### src/rtl/lsec_pkg.sv
package lsec_pkg;

    typedef enum logic {
        TOK_ERR = 1'b0,
        TOK_OK  = 1'b1
    } token_e;

    typedef struct packed {
        logic go;
        logic clr;
    } ctl_t;

    // Maximal-length Fibonacci tap masks; bit k set means state bit k feeds back.
    function automatic logic [31:0] lfsr_taps(input int unsigned width);
        case (width)
            3:       return 32'h0000_0006;
            4:       return 32'h0000_000C;
            5:       return 32'h0000_0014;
            6:       return 32'h0000_0030;
            7:       return 32'h0000_0060;
            8:       return 32'h0000_00B8;
            9:       return 32'h0000_0110;
            10:      return 32'h0000_0240;
            11:      return 32'h0000_0500;
            12:      return 32'h0000_0829;
            13:      return 32'h0000_100D;
            14:      return 32'h0000_2015;
            15:      return 32'h0000_6000;
            16:      return 32'h0000_D008;
            default: return 32'h0000_0000;
        endcase
    endfunction

endpackage

### src/rtl/lsec_lfsr_cell.sv
module lsec_lfsr_cell
    import lsec_pkg::*;
#(
    parameter int          W    = 8,
    parameter logic [W-1:0] SEED = 1
) (
    input  logic clk,
    input  logic rst,
    input  ctl_t ctl,
    input  logic upset,
    output logic msb
);
    localparam logic [W-1:0] TAPS     = W'(lfsr_taps(W));
    localparam logic [W-1:0] TOP_FLIP = {1'b1, {(W-1){1'b0}}};

    logic [W-1:0] state;
    logic [W-1:0] state_nx;

    always_comb begin
        state_nx = state;
        if (ctl.go)
            state_nx = {state[W-2:0], ^(state & TAPS)};
        if (upset)
            state_nx = state_nx ^ TOP_FLIP;
    end

    always_ff @(posedge clk) begin
        if (rst || ctl.clr)
            state <= SEED;
        else
            state <= state_nx;
    end

    assign msb = state[W-1];


    lfsr_hold_chk: assert property (@(posedge clk) disable iff (rst)
        (!ctl.go && !upset && !ctl.clr) |=> $stable(state));

endmodule

### src/rtl/lsec_cmp_stage.sv
module lsec_cmp_stage
    import lsec_pkg::*;
#(
    parameter int K = 3
) (
    input  logic         clk,
    input  logic         rst,
    input  logic         clr,
    input  logic [K-1:0] cell_msb,
    input  token_e       tok_in,
    output token_e       tok_out
);
    logic agree;

    assign agree = (&cell_msb) | ~(|cell_msb);

    always_ff @(posedge clk) begin
        if (rst || clr)
            tok_out <= TOK_OK;
        else if (agree && tok_in == TOK_OK)
            tok_out <= TOK_OK;
        else
            tok_out <= TOK_ERR;
    end

endmodule

### src/rtl/lsec_catcher.sv
module lsec_catcher
    import lsec_pkg::*;
(
    input  logic   clk,
    input  logic   rst,
    input  logic   clr,
    input  token_e tail,
    output logic   err
);
    always_ff @(posedge clk) begin
        if (rst || clr)
            err <= 1'b0;
        else if (tail == TOK_ERR)
            err <= 1'b1;
    end


    sticky_err_chk: assert property (@(posedge clk) disable iff (rst)
        (err && !clr) |=> err);

endmodule

### src/rtl/lsec_sig_crc.sv
module lsec_sig_crc
    import lsec_pkg::*;
#(
    parameter int               CRC_W = 16,
    parameter logic [CRC_W-1:0] POLY  = 16'h1021,
    parameter logic [CRC_W-1:0] INIT  = '1
) (
    input  logic             clk,
    input  logic             rst,
    input  ctl_t             ctl,
    input  logic             din,
    output logic [CRC_W-1:0] crc
);
    logic fb;

    assign fb = crc[CRC_W-1] ^ din;

    always_ff @(posedge clk) begin
        if (rst || ctl.clr)
            crc <= INIT;
        else if (ctl.go)
            crc <= {crc[CRC_W-2:0], 1'b0} ^ (fb ? POLY : '0);
    end


    sig_hold_chk: assert property (@(posedge clk) disable iff (rst)
        (!ctl.go && !ctl.clr) |=> $stable(crc));

endmodule

### src/rtl/lockstep_err_chain.sv
module lockstep_err_chain
    import lsec_pkg::*;
#(
    parameter int               N_STAGES = 4,
    parameter int               K        = 3,
    parameter int               W        = 8,
    parameter logic [W-1:0]     SEED     = 8'h01,
    parameter int               CRC_W    = 16,
    parameter logic [CRC_W-1:0] POLY     = 16'h1021,
    parameter logic [CRC_W-1:0] INIT     = '1
) (
    input  logic                  clk,
    input  logic                  rst,
    input  logic                  go,
    input  logic                  clr,
    input  logic                  force_err,
    input  logic [N_STAGES*K-1:0] upset_inj,
    output logic                  err_flag,
    output logic [CRC_W-1:0]      signature
);
    localparam int N_CELLS = N_STAGES * K;

    ctl_t               ctl;
    logic [N_CELLS-1:0] cell_msb;
    token_e             tok [N_STAGES];
    token_e             head;

    assign ctl.go  = go;
    assign ctl.clr = clr;
    assign head    = force_err ? TOK_ERR : TOK_OK;

    for (genvar c = 0; c < N_CELLS; c++) begin : g_cell
        lsec_lfsr_cell #(.W(W), .SEED(SEED)) u_cell (
            .clk   (clk),
            .rst   (rst),
            .ctl   (ctl),
            .upset (upset_inj[c]),
            .msb   (cell_msb[c])
        );
    end

    for (genvar s = 0; s < N_STAGES; s++) begin : g_stage
        if (s == 0) begin : g_first
            lsec_cmp_stage #(.K(K)) u_stage (
                .clk      (clk),
                .rst      (rst),
                .clr      (clr),
                .cell_msb (cell_msb[K-1:0]),
                .tok_in   (head),
                .tok_out  (tok[0])
            );
        end else begin : g_rest
            lsec_cmp_stage #(.K(K)) u_stage (
                .clk      (clk),
                .rst      (rst),
                .clr      (clr),
                .cell_msb (cell_msb[s*K +: K]),
                .tok_in   (tok[s-1]),
                .tok_out  (tok[s])
            );


            chain_prop_chk: assert property (@(posedge clk) disable iff (rst)
                (tok[s-1] == TOK_ERR && !clr) |=> tok[s] == TOK_ERR);
        end
    end

    lsec_catcher u_catch (
        .clk  (clk),
        .rst  (rst),
        .clr  (clr),
        .tail (tok[N_STAGES-1]),
        .err  (err_flag)
    );

    lsec_sig_crc #(.CRC_W(CRC_W), .POLY(POLY), .INIT(INIT)) u_sig (
        .clk (clk),
        .rst (rst),
        .ctl (ctl),
        .din (cell_msb[0]),
        .crc (signature)
    );


    force_first_chk: assert property (@(posedge clk) disable iff (rst)
        (force_err && !clr) |=> tok[0] == TOK_ERR);


    clear_state_chk: assert property (@(posedge clk) disable iff (rst)
        $past(clr) |-> (!err_flag && signature == INIT));


    err_rise_chk: assert property (@(posedge clk) disable iff (rst)
        $rose(err_flag) |-> $past(tok[N_STAGES-1]) == TOK_ERR);

endmodule

### config.mk
export PLATFORM = sky130hd
export DESIGN_NAME = lockstep_err_chain
export DESIGN_NICKNAME = d
export VERILOG_FILES = /design/src/rtl/lsec_pkg.sv /design/src/rtl/lsec_lfsr_cell.sv /design/src/rtl/lsec_cmp_stage.sv /design/src/rtl/lsec_catcher.sv /design/src/rtl/lsec_sig_crc.sv /design/src/rtl/lockstep_err_chain.sv
export SDC_FILE = /design/constraint.sdc
export NUM_CORES = 1
export LEC_CHECK = 0
export ABC_AREA = 1
export ABC_CLOCK_PERIOD_IN_PS = 1000
export CORE_MARGIN = 4
export CORE_UTILIZATION = 58
export CTS_CLUSTER_DIAMETER = 60
export CTS_CLUSTER_SIZE = 10
export DETAILED_ROUTE_END_ITERATION = 12
export MAX_ROUTING_LAYER = met4
export PLACE_DENSITY = 0.75
export RECOVER_POWER = 100
export SYNTH_ARGS = -nofsm -noshare
export SYNTH_HDL_FRONTEND = slang
export SYNTH_SLANG_ARGS = --single-unit
### constraint.sdc
create_clock -name clk -period 1 [get_ports clk]
set_input_delay 0.2 -clock clk [delete_from_list [all_inputs] [get_ports clk]]
set_output_delay 0.2 -clock clk [all_outputs]
set_load 0.01 [all_outputs]
## Yosys cells after proc, flatten, opt, wreduce, memory -nomap -nowiden

Index checks and enable logic that the tools add are counted.
W data, S select, Z words.

- Register bits: 117
- Bits in latches: 0
- Bits in writable memories: 0
- Memory bits (read-only): 0
- Output and inout port bits: 17
- Memories: 0

- Add/sub/neg operators: 0
- Multiply operators: 0
- Divide/modulo/power cells: 0
- Magnitude comparators: 0
- Eq/ne operators: 0
- Shift operators: 0
- Multiplexer cells: 30
- Bitwise logic cells: 22
- Reduce and logical (&&, ||, !) cells: 25

Operator list:

| kind | number |
|---|---|
| $mux W8 | 24 |
| $reduce_xor A8 Y1 | 12 |
| $not A1 Y1 | 16 |
| $xor A16 B16 Y16 | 1 |
| $mux W13 | 1 |
| $reduce_and A3 Y1 | 4 |
| $reduce_or A3 Y1 | 4 |
| $mux W1 | 5 |
| $logic_and A1 B1 Y1 | 4 |
| $or A1 B1 Y1 | 4 |
| $logic_or A1 B1 Y1 | 1 |
| $xor A1 B1 Y1 | 1 |

## Longest topological paths before layout

- Depth in word-level cells: 5
- Depth in mapped cells: 8
- Depth with buffers taken out: 6

## Modules after synthesis

Synthesis repeated with hierarchy kept, for this count alone.

- Cells, all modules: 756
- Area total of the unflattened synthesis: 5541.6 um2

By module, submodules not included:

| module | instances | cells an instance | area each (um2) |
|---|---|---|---|
| lsec_lfsr_cell | 12 | 53 | 381.6 |
| lsec_sig_crc | 1 | 80 | 720.7 |
| lsec_cmp_stage | 4 | 8 | 48.8 |
| lsec_catcher | 1 | 7 | 42.5 |
| lockstep_err_chain | 1 | 1 | 3.8 |

## Worst setup path before layout

OpenSTA, ideal clock, no wires.

- Path type: input port to flip-flop
- Start point: input port go
- End point: register g_cell[6].u_cell.state[7]
- Library setup time: 0.113 ns
- Arrival: 0.783 ns
- Data required time: 0.887 ns
- Slack: 0.105 ns
- Cell stages on the path: 8
- Buffers on the path: 2
- Path through: buf_6 inv_4 buf_6 nand2_1 o21ai_1 nand2_1 nand2_1 nor2_1

- Cells in the longest elaborated chain, start to end: 3

Ends and longest elaborated chain:

| item | RTL line | RTL |
|---|---|---|
| from (decl) | lockstep_err_chain.sv:14 | `input logic go,` |
| $mux W8 * | lsec_lfsr_cell.sv:21 | `if (ctl.go)` |
| $not A1 Y1 (no source line) | n/a |  |
| $mux W8 * | lsec_lfsr_cell.sv:23 | `if (upset)` |
| to (signal assigned) | lsec_lfsr_cell.sv:31 | `state <= state_nx;` |
| to (decl) | lsec_lfsr_cell.sv:16 | `logic [W-1:0] state;` |

Mark *: on every way between the ends. The rest lies on a longest branch, timed or not.
A chain may end at the register's enable or synchronous reset.

## Worst setup path after layout

- Start point: register u_sig.crc[12]
- End point: output port signature[12]

RTL lines:

| item | RTL line | RTL |
|---|---|---|
| from (decl) | lsec_sig_crc.sv:12 | `output logic [CRC_W-1:0] crc` |
| from (signal assigned) | lsec_sig_crc.sv:22 | `crc <= {crc[CRC_W-2:0], 1'b0} ^ (fb ? POLY : '0);` |
| to (decl) | lockstep_err_chain.sv:19 | `output logic [CRC_W-1:0] signature` |

No word-level cell between the ends.

==> results.md <==
- Hold Fails Final Rpt: 0
- Final setup skew: 0.00690 ns
- Count of buffer and inverter cells on the critical path: 1
- CP cell instances: buf_6
- Via count of the first global-routing pass: 4311
- Distinct cell type count after synthesis: 15
- Metal-1 WL: 5320 um
- Latest clock arrival within the worst-skew pair: 0.51 ns
- Slowest cell on the critical path: sky130_fd_sc_hd__dfxtp_2
- Maximum number of pins on one net before global-route repair: 67
- Total iterations of the first detailed-routing run: 5
- Hold Crit Class: in2reg
- Top cell family by delay on the critical path: flip-flops
- Top Layer Used: met4
- Starting utilization of the core area: 60.3%
- Final critical-path share of the clock period: 116%
- Type of destination of the critical path: primary output
- Ratio of cells with drive above 1 in the final layout: 15.9%
- LEAKAGE: 2.88 nW
- Die Span Y: 101 um
- Number of I/O port buffers: 33
- Flop and latch count out of synthesis: 117
- Clock Pin Slew Worst Setup and Hold Paths: 0.05 ns
- Met2 WL post-DR: 5800 um
- Worst Setup Path Type: reg2out
- Total length of routed wires: 11700 um
- Dpl cells: 867
- CTS Buf Count: 17
- Synthesized netlist cell count: 733
- Detailed-route wire length per cell: 12.8 um
- Cell-internal power: 9.76 mW
- Power density over the cells: 1970 nW/um^2
- Warning count from the yosys run: 0
- Clock sink total: 117
- Violations in the final reports: negative setup slack
- Synthesized area per cell: 6.83 sq um
- Combinational share of power: 9.0%
- Clock tree root driver cell: sky130_fd_sc_hd__clkbuf_8
- Cell area after synthesis: 5010 sq um
- Number of antenna-violating nets in the routed design: 0
- Full die area: 10200 sq um
- Final global-route overflow total: 0
- Portion of the post-synthesis area used by sequential elements: 46.8%
- First DRT Iteration DRCs: 272
- Setup repair after global routing missed its margin: yes
- Final critical-path required period: 1.16 ns
- Worst Hold Slack: 0.194 ns
- Number of filler instances in the final layout: 582
- Number of max-cap violations: 0
- Path length in cells of the critical path: 1
- Data arrival time of the worst path: 0.96 ns
- Maximum vdd drop: 1.35 mV
- Number of placement rows: 33
- Share of Yosys cell area claimed by the top area cell type: 46.8%
- H-tree Lvls: 4
- Final non-filler cell total: 908
- Global-route wire length before repair: 19000 um
- Library cell occupying the most area in the post-synthesis netlist: sky130_fd_sc_hd__dfxtp_1
- Final Max Slew Viols: 0
- Net switching power of the design: 2.81 mW
- Element type at the critical path start: flop
- Reg-to-reg startpoint: u_sig.crc[15]
- Switching power share of the total: 22.3%
- CTS tree: built
- Share of the core filled with cells: 77.1%
- Number of top-level design ports: 34
- Slew @ Worst Pin: 0.330 ns
- Fraction of power consumed by sequential logic: 39.6%
- Routability congestion estimate from global placement: 0.819
- Largest stage delay, worst path: 0.35 ns
- DIE WIDTH: 101 um
- Met3 WL post-DR: 423 um
- Max transition margin: 78.0%
- Data required time of the worst path: 0.80 ns
- Max Clk Rate: 862 MHz
- Worst-case reg-to-reg path depth: 6
- Dominant cells by area after synthesis: sky130_fd_sc_hd__dfxtp_1, sky130_fd_sc_hd__nand2_1, sky130_fd_sc_hd__a21oi_1, sky130_fd_sc_hd__o21ai_0, sky130_fd_sc_hd__inv_1
- Crit path max fanout: 2
- Area growth from synthesis to layout: 27.7%
- Post-layout nets: 807
- Number of remaining DRC errors: 0
- Maximum number of buffers from clock root to sink: 2
- Initial antenna violation count: 0
- Worst Hold Depth: 4
- Post-layout worst setup margin: -0.160 ns
- Crit path launch: u_sig.crc[12]
- Placed wire-length estimate after detailed placement: 6950 um
- Placeable Area: 8300 sq um
- Synthesized netlist net count: 750
- Count of antenna diodes in the layout: 0
- Share of power burned in the clock network: 51.4%
- Number of buffers inserted for hold repair after clock tree synthesis: 0
- Via density: 5.14
- Final count of negative-setup-slack endpoints: 59
- Count of vias placed by the detailed router: 4665
- Result of the run: finished, violations left
- Hold_sp: go
- Total global routing track utilization: 23.7%
[flip-flops by register name, indices dropped and copies added (netlist names)]
| signal | count |
|---|---|
| g_stage.g_rest.u_stage.tok_out | 3 |
| g_cell.u_cell.state | 96 |
| u_sig.crc | 16 |
| g_stage.g_first.u_stage.tok_out | 1 |
| u_catch.err | 1 |
[stage by stage]
step / power (mW) / setup TNS [ns] / setup slack, ns / instance area (sq um)
2_1_floorplan: 5.74 / 0 / 0.105 / 5010
3_3_place_gp: 6.05 / -38.26 / -0.407 / 5560
3_5_place_dp: 6.09 / -43.37 / -0.457 / 5560
4_1_cts: 12.6 / -2.69 / -0.175 / 6270
5_1_grt: 13.0 / -9.69 / -0.192 / 6400
6_report: 12.6 / -4.00 / -0.160 / 6400
[placed cells by master (no fill, tap or decap), drive strengths merged, types with 3 or more instances in the layout]
| cell type | netlist | routed |
|---|---|---|
| nand2 | 300 | 300 |
| dfxtp | 117 | 117 |
| a21oi | 89 | 89 |
| o21ai | 68 | 68 |
| inv | 66 | 66 |
| buf | 25 | 55 |
| nand3 | 29 | 29 |
| clkbuf | 11 | 28 |
| nor2 | 25 | 25 |
| clkdlybuf4s50 | 0 | 15 |
| bufinv | 0 | 4 |
| o211ai | 3 | 3 |
| clkinv | 0 | 3 |
[cell type report]
type / count / area (sq um) / share of cell area [%]
timing repair buffer: 74 / 774 / 12.1
clock buffer: 24 / 500 / 7.82
sequential: 117 / 2370 / 37.1
inverter: 66 / 253 / 3.95
clock inverter: 8 / 143 / 2.23
multi-input combinational: 514 / 2220 / 34.7
tap: 105 / 131 / 2.05
[metal layers]
metal | up-vias | global-route usage, %
met2 | 86 | 39.2
met1 | 2130 | 29.0
met5 | - | -
li1 | 2436 | -
met4 | 0 | 7.06
met3 | 13 | 5.19
[Yosys cell counts, drive strengths merged]
| cell type | number |
|---|---|
| o211ai | 3 |
| nand3 | 29 |
| clkbuf | 11 |
| nor2 | 25 |
| nand2 | 300 |
| buf | 25 |
| a21oi | 89 |
| o21ai | 68 |
| dfxtp | 117 |
| inv | 66 |
[final timing paths]
kind	slack, ns	end
worst max-delay path	-0.16	signature[12]
worst min-delay path	0.19	g_cell[2].u_cell.state[3]
worst max register to register	0.03	u_sig.crc[0]
worst min register to register	0.40	u_catch.err
[cell families after synthesis]
family,Yosys count,share of synthesized area [%]
buf+inv,102,9.67
compound gates,160,16.1
simple gates,354,27.4
flops,117,46.8
[worst min-delay path, delay by kind of cell]
kind / cells / cell delay [ns]
buffers and inverters: 3 / 0.34
AO/OA/AOI/OAI: 1 / 0.11
[timing repair]
item,CTS,global route
pin swaps,1,3
gates resized for setup,105,24
buffers inserted,3,5
cloned,0,2
setup endpoints to repair,19,36
[power groups by stage]
stage | registers [mW] | clock network (mW) | logic, mW
global placement | 5.06 | 0 | 0.999
finish | 4.98 | 6.47 | 1.13
detailed placement | 5.06 | 0 | 1.03
floorplan | 5.05 | 0 | 0.696
CTS | 4.97 | 6.53 | 1.06
global route | 5.00 | 6.77 | 1.26
No activity file was read; power rests on OpenSTA's default activity.
